`src/rtl/tofc_pkg.sv`:
```
package tofc_pkg;
  typedef enum logic [1:0] {
    ST_IDLE = 2'd0,
    ST_WAIT = 2'd1,
    ST_DONE = 2'd2,
    ST_TMO  = 2'd3
  } seq_state_t;
endpackage

```
`src/rtl/tofc_lane.sv`:
```
// Per-port tracking: message still to send, acknowledge still owed.
module tofc_lane (
  input  logic clk,
  input  logic rst_n,
  input  logic load,
  input  logic active,
  input  logic en,
  input  logic clr,
  input  logic busy,
  input  logic ack,
  output logic msg,
  output logic keep
);
  logic snd_q, snd_d, pnd_q, pnd_d, hit, upd;

  // message leaves only when no earlier packet is queued on this port
  assign msg  = en & snd_q & ~busy;
  // acknowledge counts only if owed and the message already went out
  assign hit  = en & ack & pnd_q & ~snd_q;
  assign keep = pnd_q & ~hit;
  assign upd  = clr | load | en;

  always_comb begin
    snd_d = snd_q;
    pnd_d = pnd_q;
    if (clr) begin
      snd_d = 1'b0;
      pnd_d = 1'b0;
    end else if (load) begin
      snd_d = active;
      pnd_d = active;
    end else begin
      if (msg) snd_d = 1'b0;
      pnd_d = keep;
    end
  end

  always_ff @(posedge clk or negedge rst_n) begin
    if (!rst_n) begin
      snd_q <= 1'b0;
      pnd_q <= 1'b0;
    end else if (upd) begin
      snd_q <= snd_d;
      pnd_q <= pnd_d;
    end
  end
endmodule

```
`src/rtl/tofc_timer.sv`:
```
// Wait-length counter; expires when the count equals the limit.
module tofc_timer #(
  parameter int TMO_W = 16
) (
  input  logic             clk,
  input  logic             rst_n,
  input  logic             start,
  input  logic             run,
  input  logic             enable,
  input  logic [TMO_W-1:0] limit,
  output logic             expire
);
  logic [TMO_W-1:0] cnt_q, cnt_d;
  logic             upd;

  assign expire = run & enable & (cnt_q == limit);
  assign upd    = start | run;

  always_comb begin
    if (start) cnt_d = '0;
    else       cnt_d = cnt_q + 1'b1;
  end

  always_ff @(posedge clk or negedge rst_n) begin
    if (!rst_n)   cnt_q <= '0;
    else if (upd) cnt_q <= cnt_d;
  end
endmodule

```
`src/rtl/turnoff_collector.sv`:
```
module turnoff_collector
  import tofc_pkg::*;
#(
  parameter int PORTS = 4,
  parameter int TMO_W = 16
) (
  input  logic             clk,
  input  logic             rst_n,
  input  logic             req_up,
  input  logic             req_local,
  input  logic             abort,
  input  logic [PORTS-1:0] port_active,
  input  logic [PORTS-1:0] port_busy,
  input  logic [PORTS-1:0] port_ack,
  output logic [PORTS-1:0] tof_msg,
  input  logic             tmo_en,
  input  logic [TMO_W-1:0] tmo_limit,
  output logic             busy_o,
  output logic             ack_up,
  output logic             clear_pd,
  output logic             timed_out
);
  localparam int SYNC_STAGES = 2;

  // reset: asserted asynchronously, released on the clock
  logic [SYNC_STAGES-1:0] rst_sync_q;
  logic                   rst_s;
  always_ff @(posedge clk or negedge rst_n) begin
    if (!rst_n) rst_sync_q <= '0;
    else        rst_sync_q <= {rst_sync_q[SYNC_STAGES-2:0], 1'b1};
  end
  assign rst_s = rst_sync_q[SYNC_STAGES-1];

  seq_state_t       state_q, state_d;
  logic             from_up_q, from_up_d;
  logic             ack_up_q, ack_up_d;
  logic             waiting, accept, any_active, all_done, expire, lane_clr;
  logic [PORTS-1:0] keep_v;

  assign waiting    = (state_q == ST_WAIT);
  assign any_active = |port_active;
  assign accept     = (req_up | req_local) & ~waiting & ~abort;
  assign all_done   = ~|keep_v;
  assign lane_clr   = abort | (waiting & expire & ~all_done);

  for (genvar g = 0; g < PORTS; g++) begin : g_lane
    tofc_lane u_lane (
      .clk   (clk),
      .rst_n (rst_s),
      .load  (accept),
      .active(port_active[g]),
      .en    (waiting),
      .clr   (lane_clr),
      .busy  (port_busy[g]),
      .ack   (port_ack[g]),
      .msg   (tof_msg[g]),
      .keep  (keep_v[g])
    );
  end

  tofc_timer #(.TMO_W(TMO_W)) u_timer (
    .clk   (clk),
    .rst_n (rst_s),
    .start (accept),
    .run   (waiting),
    .enable(tmo_en),
    .limit (tmo_limit),
    .expire(expire)
  );

  // next state
  always_comb begin
    state_d   = state_q;
    from_up_d = from_up_q;
    ack_up_d  = 1'b0;
    if (abort) begin
      state_d = ST_IDLE;
    end else if (accept) begin
      from_up_d = req_up;
      if (any_active) begin
        state_d = ST_WAIT;
      end else begin
        state_d  = ST_DONE;
        ack_up_d = req_up;
      end
    end else if (waiting) begin
      if (all_done) begin
        state_d  = ST_DONE;
        ack_up_d = from_up_q;
      end else if (expire) begin
        state_d = ST_TMO;
      end
    end
  end

  // registers
  always_ff @(posedge clk or negedge rst_s) begin
    if (!rst_s) begin
      state_q   <= ST_IDLE;
      from_up_q <= 1'b0;
      ack_up_q  <= 1'b0;
    end else begin
      state_q  <= state_d;
      ack_up_q <= ack_up_d;
      if (accept) from_up_q <= from_up_d;
    end
  end

  assign busy_o    = waiting;
  assign ack_up    = ack_up_q;
  assign clear_pd  = (state_q == ST_DONE);
  assign timed_out = (state_q == ST_TMO);
endmodule

```
`config.mk`:
```
export PLATFORM = sky130hd
export DESIGN_NAME = turnoff_collector
export DESIGN_NICKNAME = d
export VERILOG_FILES = /design/src/rtl/tofc_pkg.sv /design/src/rtl/tofc_lane.sv /design/src/rtl/tofc_timer.sv /design/src/rtl/turnoff_collector.sv
export SDC_FILE = /design/constraint.sdc
export NUM_CORES = 1
export LEC_CHECK = 0
export BUFFER_PORTS_ARGS = -buffer_cell sky130_fd_sc_hd__buf_2
export CAP_MARGIN = 20
export CORE_MARGIN = 2
export CORE_UTILIZATION = 50
export DETAILED_ROUTE_END_ITERATION = 8
export MAX_ROUTING_LAYER = met4
export PLACE_DENSITY_LB_ADDON = 0.05
export SLEW_MARGIN = 20
export SYNTH_ARGS = -nofsm -noshare
export SYNTH_HDL_FRONTEND = slang
export SYNTH_HIERARCHICAL = 1
export SYNTH_SLANG_ARGS = --single-unit
export TNS_END_PERCENT = 50
```
`constraint.sdc`:
```
create_clock -name clk -period 3.8 [get_ports clk]
set_clock_uncertainty 0.15 [all_clocks]
set_input_delay 0.76 -clock clk [delete_from_list [all_inputs] [get_ports clk]]
set_output_delay 0.76 -clock clk [all_outputs]
set_load 0.005 [all_outputs]
```
Word level (Yosys, flattened, before mapping) --
Index checks and enable logic that the tools add are counted.
Storage, ports and cells: register bits 30, input port bits 34, logic and storage cells 113
Operators by class: add/sub/neg operators 1, equality and inequality tests 5, mux-type cells 32, bitwise operators 49, reduce and logical (&&, ||, !) cells 13
Operators with widths (number):
- $and A1 B1 Y1 | 30
- $mux W1 | 25
- $add A16 B1 Y16 const B | 1
- $eq A16 B16 Y1 | 1
- $mux W16 | 1
- $reduce_bool A3 Y1 | 5
- $not A1 Y1 | 14
- $mux W2 | 6
- $reduce_and A2 Y1 | 6
- $reduce_or A4 Y1 | 2
- $or A1 B1 Y1 | 5
- $eq A2 B2 Y1 const B | 2
- $ne A4 B3 Y1 const B | 1
- $eq A2 B1 Y1 const B | 1

Logic depth before layout (Yosys ltp) --
depth after elaboration 12, mapped depth 9, depth with buffers taken out 8

Cells and area by module --
Netlist, hierarchy kept.
By module, submodules not included:
- tofc_timer | instances 1, cells each 104, area an instance 983.4 µm², seq. area each 400.4 µm²
- tofc_lane | instances 4, cells each 12, area an instance 107.6 µm², seq. area each 50.0 µm²
- turnoff_collector | instances 1, cells each 30, area an instance 325.3 µm², seq. area each 150.1 µm²

Worst setup path before layout --
Ideal clock, no wire load.
path type input -> register, start input port req_up, end register u_timer.cnt_q[12], setup time 0.077 ns, data arrival time 2.503 ns, path slack 1.069 ns, stages 7, path buffers 1, cells stage by stage nor2_1 nor3_1 buf_2 o211ai_1 or2_1 or3_1 a21oi_1
Between the ends: cells in the longest elaborated chain, start to end 4, elaborated cells on any way between the ends 5, classes of those cells mux: 1; bitwise: 4
RTL lines:
- start: declaration | RTL line turnoff_collector.sv:9 | input logic req_up,
- $or A1 B1 Y1 * | RTL line turnoff_collector.sv:42 | assign accept = (req_up | req_local) & ~waiting & ~abort;
- $and A1 B1 Y1 * (2 in a row) | RTL line turnoff_collector.sv:42
- net accept | RTL line turnoff_collector.sv:37 | logic waiting, accept, any_active, all_done, expire, lane_clr;
- $mux W16 / $or A1 B1 Y1 (equally long branches) | RTL line tofc_timer.sv:20, tofc_timer.sv:17
- end signal: assignment | RTL line tofc_timer.sv:26 | else if (upd) cnt_q <= cnt_d;
- end: declaration | RTL line tofc_timer.sv:13 | logic [TMO_W-1:0] cnt_q, cnt_d;
Mark *: on every way through the listed nets, which the timed path passes. The rest lies on a longest branch. A chain may end at the register's enable or synchronous reset.

Worst setup path in the final report --
start register state_q[1], end output port tof_msg[3]
Between the ends: cells in the longest elaborated chain, start to end 3
RTL lines:
- start: declaration | RTL line turnoff_collector.sv:34 | seq_state_t state_q, state_d;
- start signal: assignment | RTL line turnoff_collector.sv:103 | state_q <= state_d;
- $eq A2 B1 Y1 | RTL line turnoff_collector.sv:40 | assign waiting = (state_q == ST_WAIT);
- $and A1 B1 Y1 (2 in a row) | RTL line tofc_lane.sv:17 | assign msg = en & snd_q & ~busy;
- end: declaration | RTL line turnoff_collector.sv:15 | output logic [PORTS-1:0] tof_msg,
Every way passes these cells.

==> impl_metrics.toml <==
[power]
internal_power_w = 0.0004973
p_sw_w = 0.0002116
pwr-share-comb = 0.194
clockPowerShare = 0.280
p_seq_frac = 0.526
p_total_w = 0.0007088
swShare = 0.2985
ir_drop_v = 0.0002655
power_leakage_nw = 0.9034
powerDensity_mw_per_mm2 = 342.1

[detailed_routing]
wire_per_inst_um = 13.65
vias_per_cell = 5.348
wirelength_mm = 3.767
first_pass_iters = 4
drtIter0Drc = 85
drt.antenna.violating_nets = 0
drc = 0
vias = 1476

[synth]
synth_seq_cells = 30
synth_most_common_cell = "dfrtp_1"
syn_nets = 217
avgSynthCellArea_um2 = 9.556
synth_top_area_share = 0.4317
async_flop_share = 1.000
yosysTopAreaCell = "dfrtp_1"
synth_commonest_cells = "dfrtp_1, xnor2_1, a21oi_1, nor2_1"
synth_enable_flop_cells = 0
syn-cell-area_mm2 = 0.001739
seq_area_frac_synth = 0.4317
netlist_instances = 182
yosysWarnings = 6
synthFlopType = "dfrtp_1"
ys_top_cells_by_area = "dfrtp_1, xnor2_1, nand3b_1"
synth.distinct_cells = 42

[setup_path]
r2r_start = "state_q[1]$_DFFE_PN0P_"
endpoint_kind = "primary output"
worstSetupPathType = "flop to primary output"
cp.required_ns = 2.89
cp.arrival_ns = 1.61
start_kind = "flop"
cp_max_fo = 20
crit_start = "state_q[1]$_DFFE_PN0P_"

[flow_run]
maxCapViolCount = 0

[floorplan]
fp-row-count = 21
die_w_um = 62.98
die-area_mm2 = 0.003966
initial_utilization = 0.5212
core_mm2 = 0.003337
die_y_um = 62.98
pin_count = 42

[timing]
rsz0062_at_grt = "false"
setup_viol = 0
finalCritPeriodShare = 0.6636
finalSetupTns_ns = 0
maxSlewViolCount = 0
tightest_slew_ns = 0.6173
relSlewSlack = 0.5885
max_freq_mhz = 396.6
hold_viol = 0
min_period_ns = 2.522

[cts]
cts_resized = 0
postCtsSetupRepairBufs = 0
clk_path_buf_depth = 2
clock_latency_ns = 0.32
clkTransAtPathRegs_ns = 0.09
cts_tree = "done"
cts_hold_buf = 0
cts_sinks = 30
clockRootBuffer = "clkbuf_4"
numCtsBuffers = 5
htreeDepth = 2

[grt]
grt_max_degree = 29
gr-usage-met1 = 0.2506
grt_pass1_wl_mm = 6.334
grt_pass1_vias = 1479
grtUsageMet3 = 0.04505
grt_overflow = 0
antenna_found_initial = 0
grt.busiest_layer = "met2"
gr-usage-met2 = 0.3497
grt_use_total = 0.2099

[run_status]
outcome = "completed"

[layout]
drive_above_1_share = 0.2913
diodes = 0
area_growth_pct = 19.14
final_net_count = 264
postLayoutCoreUtil = 0.6209

[placed_design]
io_buffers = 41
globalplace.congestion = 0.8198
hpwl_mm = 2.767

[min_path]
min_path_type = "input pin to async pin"
==> worst max-delay path, stage by stage, from the launching register on <==
cell      delay, ns
dfrtp_1        0.42
nand2b_4       0.18
inv_1          0.10
buf_4          0.27
nand2b_1       0.11
nor2_1         0.09
buf_2          0.12
==> layer usage <==
layer,vias up,share of wire
li1,737,-
met4,0,0.0053
met1,692,0.45
met3,4,0.048
met5,-,0
met2,43,0.50
==> registers in the layout, summed over array words and instances (netlist names) <==
signal	flops
rst_sync_q	2
from_up_q	1
g_lane.u_lane/pnd_q	4
u_timer/cnt_q	16
state_q	2
ack_up	1
g_lane.u_lane/snd_q	4
==> layout by cell type, fill, tap and decap left out, types with 7 or more instances in the layout <==
master	netlist	layout
a21oi_1	15	15
buf_2	3	41
dfrtp_1	30	29
nand2_1	12	12
nand3_1	9	9
nand3b_1	12	12
nand4_1	7	7
nor2_1	15	15
o21ai_0	7	7
xnor2_1	16	16
xor2_1	9	9
==> metrics by stage <==
step / std cells / setup slack, ns / area (um2) / hold slack, ns
global placement: 268 / 1.172 / 2011 / 0.1929
finish: 276 / 1.278 / 2072 / 0.05367
global route: 276 / 1.126 / 2072 / 0.02365
detailed placement: 268 / 1.115 / 2012 / 0.1609
CTS: 276 / 1.272 / 2072 / 0.04103
floorplan: 182 / 1.069 / 1739 / 0.1812
==> cell families after synthesis <==
family / after synthesis / share of synthesized area
buffers and inverters: 10 / 0.02374
and+or+nand+nor: 86 / 0.3029
AOI/OAI and AO/OA: 28 / 0.1007
adders and majority gates: 1 / 0.007193
muxes: 1 / 0.005756
xor gates and xnor gates: 25 / 0.1259
DFF: 30 / 0.4317
other: 1 / 0.002156
==> cell type report <==
| cell class | count | area [um2] |
|---|---|---|
| clock buffer | 7 | 55.05 |
| clock inverter | 1 | 5.005 |
| fill | 303 | 1265 |
| inverter | 6 | 22.52 |
| multi-input combinational | 142 | 952.2 |
| sequential | 30 | 752.0 |
| tap | 46 | 57.56 |
| timing repair buffer | 44 | 227.7 |
==> power groups by stage <==
stage / Clock (W) / Combinational [W] / Sequential (W)
6_report: 0.000198 / 0.000137 / 0.000373
5_1_grt: 0.000223 / 0.000154 / 0.000378
4_1_cts: 0.000203 / 0.000138 / 0.000374
3_5_place_dp: 0 / 0.000137 / 0.000380
3_3_place_gp: 0 / 0.000135 / 0.000379
2_1_floorplan: 0 / 0.0000935 / 0.000369
==> final timing paths <==
| check | endpoint | slack [ns] | depth (start not counted) |
|---|---|---|---|
| worst max-delay path | tof_msg[3] | 1.28 | 6 |
| worst min-delay path | rst_sync_q[1]$_DFF_PN0_ | 0.05 | 1 |
| worst max register to register | u_timer/cnt_q[14]$_DFFE_PN0P_ | 1.36 | 8 |
| worst min register to register | u_timer/cnt_q[2]$_DFFE_PN0P_ | 0.14 | 0 |
| max in group asynchronous | u_timer/cnt_q[4]$_DFFE_PN0P_ | 2.96 | 0 |
| min in group clk | rst_sync_q[1]$_DFF_PN0_ | 0.21 | 0 |
(Power assumes the default switching activity.)
